[src/rtl/alu4_pkg.sv]
package alu4_pkg;

    localparam int DATA_W = 4;
    localparam int SEL_W  = 4;

    typedef struct packed {
        logic [DATA_W-1:0] opa;
        logic [DATA_W-1:0] opb;
        logic [SEL_W-1:0]  fsel;
        logic              logic_mode;
        logic              carry_in;
    } alu_ops_t;

    localparam alu_ops_t OPS_RESET = '0;

endpackage

[src/rtl/alu4_op_reg.sv]
module alu4_op_reg
    import alu4_pkg::*;
(
    input  logic     clk,
    input  logic     rst_n,
    input  alu_ops_t ops_i,
    output alu_ops_t ops_o
);

    alu_ops_t ops_d;
    alu_ops_t ops_q;

    always_comb begin
        ops_d = ops_i;
    end

    always_ff @(posedge clk or negedge rst_n) begin
        if (!rst_n) begin
            ops_q <= OPS_RESET;
        end else begin
            ops_q <= ops_d;
        end
    end

    assign ops_o = ops_q;

    // every captured field follows the previous cycle's inputs
    a_r1_capture: assert property (@(posedge clk) disable iff (!rst_n)
        $past(rst_n) |-> (ops_q == $past(ops_i)));

endmodule

[src/rtl/alu4_bit_terms.sv]
module alu4_bit_terms #(
    parameter int W  = 4,
    parameter int SW = 4
) (
    input  logic [W-1:0]  a_i,
    input  logic [W-1:0]  b_i,
    input  logic [SW-1:0] sel_i,
    output logic [W-1:0]  prop_o,
    output logic [W-1:0]  gen_o
);

    // Per-bit OR-type term (propagate) and AND-type term (generate).
    // The generate term always implies the propagate term.
    for (genvar g = 0; g < W; g++) begin : g_bit
        assign prop_o[g] = a_i[g] | (b_i[g] & sel_i[0]) | (~b_i[g] & sel_i[1]);
        assign gen_o[g]  = (a_i[g] & b_i[g] & sel_i[3]) | (a_i[g] & ~b_i[g] & sel_i[2]);
    end

endmodule

[src/rtl/alu4_lookahead.sv]
module alu4_lookahead #(
    parameter int W = 4
) (
    input  logic [W-1:0] gen_i,
    input  logic [W-1:0] prop_i,
    input  logic         cin_i,
    output logic [W:0]   carry_o,
    output logic         grp_g_o,
    output logic         grp_p_o
);

    // Every carry is a flat sum of products back to the carry input.
    always_comb begin
        logic acc;
        logic prod;
        carry_o[0] = cin_i;
        for (int i = 0; i < W; i++) begin
            acc = 1'b0;
            for (int j = 0; j <= i; j++) begin
                prod = gen_i[j];
                for (int k = j + 1; k <= i; k++) begin
                    prod = prod & prop_i[k];
                end
                acc = acc | prod;
            end
            prod = cin_i;
            for (int k = 0; k <= i; k++) begin
                prod = prod & prop_i[k];
            end
            carry_o[i+1] = acc | prod;
        end
    end

    always_comb begin
        logic gacc;
        logic gprod;
        gacc = 1'b0;
        for (int j = 0; j < W; j++) begin
            gprod = gen_i[j];
            for (int k = j + 1; k < W; k++) begin
                gprod = gprod & prop_i[k];
            end
            gacc = gacc | gprod;
        end
        grp_g_o = gacc;
        grp_p_o = &prop_i;
    end

endmodule

[src/rtl/alu4_cla.sv]
module alu4_cla
    import alu4_pkg::*;
(
    input  logic              clk,
    input  logic              rst_n,
    input  logic [DATA_W-1:0] a_i,
    input  logic [DATA_W-1:0] b_i,
    input  logic [SEL_W-1:0]  sel_i,
    input  logic              mode_i,
    input  logic              cin_i,
    output logic [DATA_W-1:0] f_o,
    output logic              cout_o,
    output logic              grp_g_o,
    output logic              grp_p_o,
    output logic              aeb_o
);

    alu_ops_t          ops_in;
    alu_ops_t          ops_q;
    logic [DATA_W-1:0] prop;
    logic [DATA_W-1:0] gen;
    logic [DATA_W:0]   carry;
    logic              cin_eff;
    logic [DATA_W-1:0] sum;

    assign ops_in = '{opa: a_i, opb: b_i, fsel: sel_i,
                      logic_mode: mode_i, carry_in: cin_i};

    alu4_op_reg i_op_reg (
        .clk   (clk),
        .rst_n (rst_n),
        .ops_i (ops_in),
        .ops_o (ops_q)
    );

    alu4_bit_terms #(.W(DATA_W), .SW(SEL_W)) i_bit_terms (
        .a_i    (ops_q.opa),
        .b_i    (ops_q.opb),
        .sel_i  (ops_q.fsel),
        .prop_o (prop),
        .gen_o  (gen)
    );

    // Logic mode cuts the carry input out of the lookahead network.
    assign cin_eff = ops_q.carry_in & ~ops_q.logic_mode;

    alu4_lookahead #(.W(DATA_W)) i_lookahead (
        .gen_i   (gen),
        .prop_i  (prop),
        .cin_i   (cin_eff),
        .carry_o (carry),
        .grp_g_o (grp_g_o),
        .grp_p_o (grp_p_o)
    );

    always_comb begin
        for (int i = 0; i < DATA_W; i++) begin
            if (ops_q.logic_mode) begin
                sum[i] = ~(prop[i] ^ gen[i]);
            end else begin
                sum[i] = prop[i] ^ gen[i] ^ carry[i];
            end
        end
    end

    assign f_o    = sum;
    assign aeb_o  = &sum;
    assign cout_o = carry[DATA_W] & ~ops_q.logic_mode;

    // logic mode never reports a carry out
    a_r3_no_carry_logic: assert property (@(posedge clk) disable iff (!rst_n)
        ops_q.logic_mode |-> !cout_o);

    // logic code 6 is exclusive-OR of the captured operands
    a_r2_xor: assert property (@(posedge clk) disable iff (!rst_n)
        (ops_q.logic_mode && ops_q.fsel == 4'd6) |-> (f_o == (ops_q.opa ^ ops_q.opb)));

    // arithmetic code 9 is a true add with carry out
    a_r4_add: assert property (@(posedge clk) disable iff (!rst_n)
        (!ops_q.logic_mode && ops_q.fsel == 4'd9) |->
        ({cout_o, f_o} == ((DATA_W+1)'(ops_q.opa) + (DATA_W+1)'(ops_q.opb)
                           + (DATA_W+1)'(ops_q.carry_in))));

    // a group generate in arithmetic mode always yields a carry out
    a_r6_gen_carry: assert property (@(posedge clk) disable iff (!rst_n)
        (!ops_q.logic_mode && grp_g_o) |-> cout_o);

    // subtract with no carry in flags equality
    a_r7_equal: assert property (@(posedge clk) disable iff (!rst_n)
        (!ops_q.logic_mode && ops_q.fsel == 4'd6 && !ops_q.carry_in) |->
        (aeb_o == (ops_q.opa == ops_q.opb)));

endmodule

[config.mk]
export PLATFORM = sky130hd
export DESIGN_NAME = alu4_cla
export DESIGN_NICKNAME = d
export VERILOG_FILES = /design/src/rtl/alu4_pkg.sv /design/src/rtl/alu4_op_reg.sv /design/src/rtl/alu4_bit_terms.sv /design/src/rtl/alu4_lookahead.sv /design/src/rtl/alu4_cla.sv
export SDC_FILE = /design/constraint.sdc
export NUM_CORES = 1
export LEC_CHECK = 0
export BUFFER_PORTS_ARGS = -buffer_cell sky130_fd_sc_hd__buf_2
export CORE_UTILIZATION = 43
export DETAILED_ROUTE_END_ITERATION = 8
export PLACE_DENSITY = 0.72
export SYNTH_ARGS = -nofsm -noshare
export SYNTH_HDL_FRONTEND = slang
export SYNTH_SLANG_ARGS = --single-unit
[constraint.sdc]
create_clock -name clk -period 1.75 [get_ports clk]
set_input_delay 0.35 -clock clk [delete_from_list [all_inputs] [get_ports clk]]
set_output_delay 0.35 -clock clk [all_outputs]
set_load 0.1 [all_outputs]
# After elaboration in Yosys (flattened, before gate mapping)

Cells that the tools add are included.

Bitwise operators: 75
Reduce and logical (&&, ||, !) cells: 2
Muxes and demuxes: 4

Operators with widths:

| operator            | count |
|---|---|
| 1-bit bitwise AND   | 36 |
| 1-bit bitwise OR    | 22 |
| 1-bit inverter      | 9 |
| 4-bit AND reduction | 2 |
| 1-bit XOR           | 8 |
| 1-bit 2-to-1 mux    | 4 |

Input bits: 16
Logic and storage cells: 86
Register bits after elaboration: 14
Output and inout port bits: 8

# Depth between registers and ports, before layout

Depth after elaboration: 12
Depth in mapped cells: 5
Mapped depth without buffers: 5

# By module

A second synthesis with hierarchy kept.

Cells, all modules: 56
Area, all modules: 651.9 um^2

By module, submodules not included:

| module         | area each (um^2) | sequential area each (um^2) | cells an instance | times used |
|---|---|---|---|---|
| alu4_op_reg    | 350.3            | 350.3                       | 14                | 1 |
| alu4_bit_terms | 125.1            | 0.0                         | 16                | 1 |
| alu4_cla       | 108.9            | 0.0                         | 15                | 1 |
| alu4_lookahead | 67.6             | 0.0                         | 11                | 1 |

# Worst setup path after synthesis

No wires, ideal clock.

Path kind: reg-to-output
From: register i_op_reg.ops_o[6] (netlist name)
To: output grp_p_o
Required time: 1,400 ps
Arrival time: 3,638 ps
Cell stages (with the launch flop): 4
Slack: -2,238 ps
Path buffers: 0
Path through: dfrtp_1 > mux2i_1 > and2b_1 > nor4_1

Word-level cells in the longest chain between the ends: 4
Elaborated cells on any way between the ends: 6
Those cells by class: bitwise (5); reduce/logical (1)

Ends and longest elaborated chain:

| element                                                      | RTL line             | source |
|---|---|---|
| 1-bit bitwise AND / 1-bit inverter (equally long branches)   | alu4_bit_terms.sv:15 | `assign prop_o[g] = a_i[g] \| (b_i[g] & sel_i[0]) \| (~b_i[g] & sel_i[1]);` |
| 1-bit bitwise OR / 1-bit bitwise AND (equally long branches) | alu4_bit_terms.sv:15 |  |
| 1-bit bitwise OR *                                           | alu4_bit_terms.sv:15 |  |
| 4-bit AND reduction *                                        | alu4_lookahead.sv:46 | `grp_p_o = &prop_i;` |
| end: declaration                                             | alu4_cla.sv:14       | `output logic grp_p_o,` |

Every way passes the cells marked *; elsewhere a longest branch is shown, timed or not.

# Worst setup path in the final report

From: register i_op_reg.ops_o[6] (netlist name)
To: output aeb_o

Word-level cells in the longest chain between the ends: 12
Elaborated cells on any way between the ends: 32
Those cells by class: mux (4); bitwise (27); reduce/logical (1)

Ends and longest elaborated chain:

| element                         | RTL line                                   | source |
|---|---|---|
| 1-bit inverter                  | alu4_bit_terms.sv:15, alu4_bit_terms.sv:16 |  |
| 1-bit bitwise AND (2 in series) | alu4_bit_terms.sv:16                       | `assign gen_o[g] = (a_i[g] & b_i[g] & sel_i[3]) \| (a_i[g] & ~b_i[g] & sel_i[2]);` |
| 1-bit bitwise OR                | alu4_bit_terms.sv:16                       |  |
| 1-bit bitwise AND (2 in series) | alu4_lookahead.sv:22                       | `prod = prod & prop_i[k];` |
| 1-bit bitwise OR (2 in series)  | alu4_lookahead.sv:24                       | `acc = acc \| prod;` |
| 1-bit bitwise OR                | alu4_lookahead.sv:30                       | `carry_o[i+1] = acc \| prod;` |
| 1-bit XOR                       | alu4_cla.sv:61                             | `sum[i] = prop[i] ^ gen[i] ^ carry[i];` |
| 1-bit 2-to-1 mux                | alu4_cla.sv:58                             | `if (ops_q.logic_mode) begin` |
| 4-bit AND reduction *           | alu4_cla.sv:67                             | `assign aeb_o = &sum;` |
| end: declaration                | alu4_cla.sv:15                             | `output logic aeb_o` |

Marked as above.

==> run summary <==
FINISH
----------------------------------------------------------------------------------------
Cell area after layout                                                        1495 sq um
Synth-to-Final Area Change                                                        98.50%
Largest register FFs                                                                  14
Commonest non-fill, non-tap cell in the layout                              sky130_fd_sc_hd__buf_4
Antenna cells                                                                          0
Post-Route Utilization                                                            94.84%
Share of layout cells above drive strength 1                                      71.90%
Leading cell types in the layout, fill and taps excluded                    19 x sky130_fd_sc_hd__buf_4, 15 x sky130_fd_sc_hd__buf_2, 11 x sky130_fd_sc_hd__dfrtp_1, 8 x sky130_fd_sc_hd__buf_12, 7 x sky130_fd_sc_hd__buf_6
NumNets Final                                                                        138

DIE
----------------------------------------------------------------------------------------
Area of the placeable core                                                    1577 sq um
Effective utilization at floorplan                                                47.78%
Overall die height                                                              43.86 um
Die W                                                                           43.86 um
Die area                                                                      1923 sq um
Top-Level Pins                                                                        24
Row count                                                                             14

SYNTH
----------------------------------------------------------------------------------------
Cell Area, Synth                                                             753.2 sq um
Synth top area cells                                                        sky130_fd_sc_hd__dfrtp_1 47%, sky130_fd_sc_hd__mux2i_1 5.3%, sky130_fd_sc_hd__mux2_2 4.5%
Synth Net Count                                                                       84
Synth top area share                                                              46.51%
Synthesized instance count                                                            68
Post-synthesis register bit count                                                     14
Most common flop cell mapped by yosys                                       sky130_fd_sc_hd__dfrtp_1
Post-synth EDFFs                                                                       0
Sequential area share after synthesis                                             46.51%
Count of yosys warnings during synthesis                                               0
Distinct cell type count of the synthesized netlist                                   29
Avg Cell Area, Syn                                                           11.08 sq um
Post-synthesis async set-or-reset flop share                                      100.0%
Cell type with the largest total area after synthesis                       sky130_fd_sc_hd__dfrtp_1

STA
----------------------------------------------------------------------------------------
Count of final setup violators                                                         8
Number of max-slew violations in the final report                                      0
Final period utilization                                                          147.3%
Final number of hold-violating endpoints                                               0
Peak Freq                                                                     0.3879 GHz
Unrepaired setup endpoints after global routing                                     true
Final Worst Setup Slack                                                       -0.8280 ns
Final worst path period need                                                    2.578 ns
Relative slew margins                                                             77.08%
Transition time at the pin with the least slew margin                          0.3407 ns
Final hold slack                                                               0.1718 ns

PLACE
----------------------------------------------------------------------------------------
GPL Wtd Cong                                                                      0.7469
Count of input and output buffers                                                     23
HPWL after detailed placement                                                    1518 um
Instance area after placement                                                 1344 sq um
Worst setup timing slack at the placement stage                               -0.4409 ns

POWER AND IR DROP
----------------------------------------------------------------------------------------
Int Power                                                                      0.7374 mW
Part of the total power dissipated in sequential elements                          29.8%
Relative contribution of combinational cells to total power                        51.8%
Psw                                                                            0.4873 mW
Power after layout                                                              1.225 mW
Switching power share of the total                                                39.79%
Power density over the cells                                                819.1 nW/um^2
Static power due to leakage                                                    0.6568 nW
Clk pwr share                                                                      18.4%
Largest vdd supply drop                                                        0.7735 mV

WORST SETUP PATH
----------------------------------------------------------------------------------------
Maximum fanout along the worst path                                                    3
Endpoint required time on the critical path                                      1.40 ns
Critical Path Sink Type                                                     primary output
Arrival time worst endpoint                                                      2.23 ns
Category of the most critical setup path                                    register to primary output
Kind of start point of the critical path                                        register

GLOBAL ROUTE
----------------------------------------------------------------------------------------
Via count of the first global-routing pass                                           887
Largest net degree at the start of global routing                                     15
Wire length of the first global-routing pass                                     4112 um
Number of antenna violations at the first check in global routing                      0
Overall track demand over capacity in global routing                              29.81%
Overall overflow remaining after global route                                          0

DRT
----------------------------------------------------------------------------------------
Post-detailed-route count of antenna-violating nets                                    0
Iter 0 DRT Violations                                                                 11
DR WL/cell                                                                      20.18 um
Number of vias per cell                                                            5.869
Number of search-and-repair iterations in the first detailed-routing pass              6
Post-route DRC violation count                                                         0
Wire length reported by the detailed router                                      2764 um
Via Count                                                                            804

RUN STATUS
----------------------------------------------------------------------------------------
Run status                                                                  finished with violations
Failing checks                                                              setup timing

CTS
----------------------------------------------------------------------------------------
Num CTS Buffers                                                                        3
H-tree levels                                                                          1
Cell chosen for the clock root                                              sky130_fd_sc_hd__clkbuf_4
Clock transition at path regs                                                    0.08 ns
Clock Sinks                                                                           14
CTS tree                                                                             yes
Number of buffers on the longest clock path                                            2

HOLD PATH
----------------------------------------------------------------------------------------
Hold path cells                                                                        1
Launch point of the worst hold path                                               a_i[2]
Hold Path Class                                                             primary input to register
WHS Endpoint                                                                i_op_reg.ops_o[12]

RUN
----------------------------------------------------------------------------------------
Max-cap violations                                                                     0

-- through the flow --
stage / std cells / TNS (ns)
after floorplan: 68 / -3.246
after global placement: 129 / -2.272
after detailed placement: 129 / -2.528
after CTS: 135 / -4.318
after global routing: 137 / -5.436
final: 137 / -4.995
-- per-layer routing --
layer / wire length [um] / global-route usage, %
met5: 0 / 0
met4: 76 / 15.15
met3: 126 / 6.667
met2: 1520 / 54.03
met1: 1041 / 32.25
-- logic make-up (layout without fill, tap and decap cells) --
kind of cell / count (synthesis) / after routing / share of synthesized area (%)
buf+inv: 4 / 57 / 2.159
mux: 10 / 10 / 16.78
compound gates: 14 / 14 / 13.79
xor+xnor: 5 / 5 / 5.815
flops: 14 / 14 / 46.51
simple gates: 21 / 21 / 14.95
-- cells in the mapped netlist, drive strengths merged, types with 3 or more instances --
cell type / number
dfrtp: 14
nand2: 4
mux2i: 4
xor2: 3
mux2: 5
inv: 3
nor2: 4
o21ai: 3
nor2b: 4
-- area by class of cell --
| type | count | area [sq um] |
|---|---|---|
| timing repair buffer | 50 | 466.7 |
| clock buffer | 4 | 36.28 |
| multi-input combinational | 50 | 606.8 |
| fill | 40 | 81.33 |
| tap | 16 | 20.02 |
| sequential | 14 | 354.1 |
| inverter | 3 | 11.26 |
-- critical path, cell delays in order, from the launching register on --
cell	delay (ns)
sky130_fd_sc_hd__dfrtp_1	0.42
sky130_fd_sc_hd__mux2_4	0.33
sky130_fd_sc_hd__buf_4	0.15
sky130_fd_sc_hd__and2_1	0.20
sky130_fd_sc_hd__nor3_1	0.29
sky130_fd_sc_hd__a22oi_1	0.17
sky130_fd_sc_hd__a31oi_4	0.19
sky130_fd_sc_hd__buf_12	0.19
-- worst max path at each step --
stage | from | end | slack (ns)
2_1_floorplan | i_op_reg.ops_o[3] | aeb_o | -0.69
5_1_grt | i_op_reg.ops_o[6] | aeb_o | -0.89
4_1_cts | i_op_reg.ops_o[2] | aeb_o | -0.73
3_3_place_gp | i_op_reg.ops_o[6] | aeb_o | -0.41
6_report | i_op_reg.ops_o[6] | aeb_o | -0.83
3_5_place_dp | i_op_reg.ops_o[8] | aeb_o | -0.44
-- timing repair --
action,4_1_cts,5_1_grt
endpoints found under the hold margin,14,0
hold buffers,1,0
setup buffers,2,5
gates resized for setup,20,8
pin swaps,10,8
endpoints found under the setup margin,8,8
-- power groups by stage --
stage                     combinational [mW]  clock [mW]  sequential [mW]
after floorplan                        0.363           0            0.364
after global placement                 0.560           0            0.365
after detailed placement               0.570           0            0.366
after CTS                              0.606       0.226            0.361
after global routing                   0.654       0.241            0.366
final                                  0.634       0.226            0.365
No activity file was read; power rests on OpenSTA's default activity.
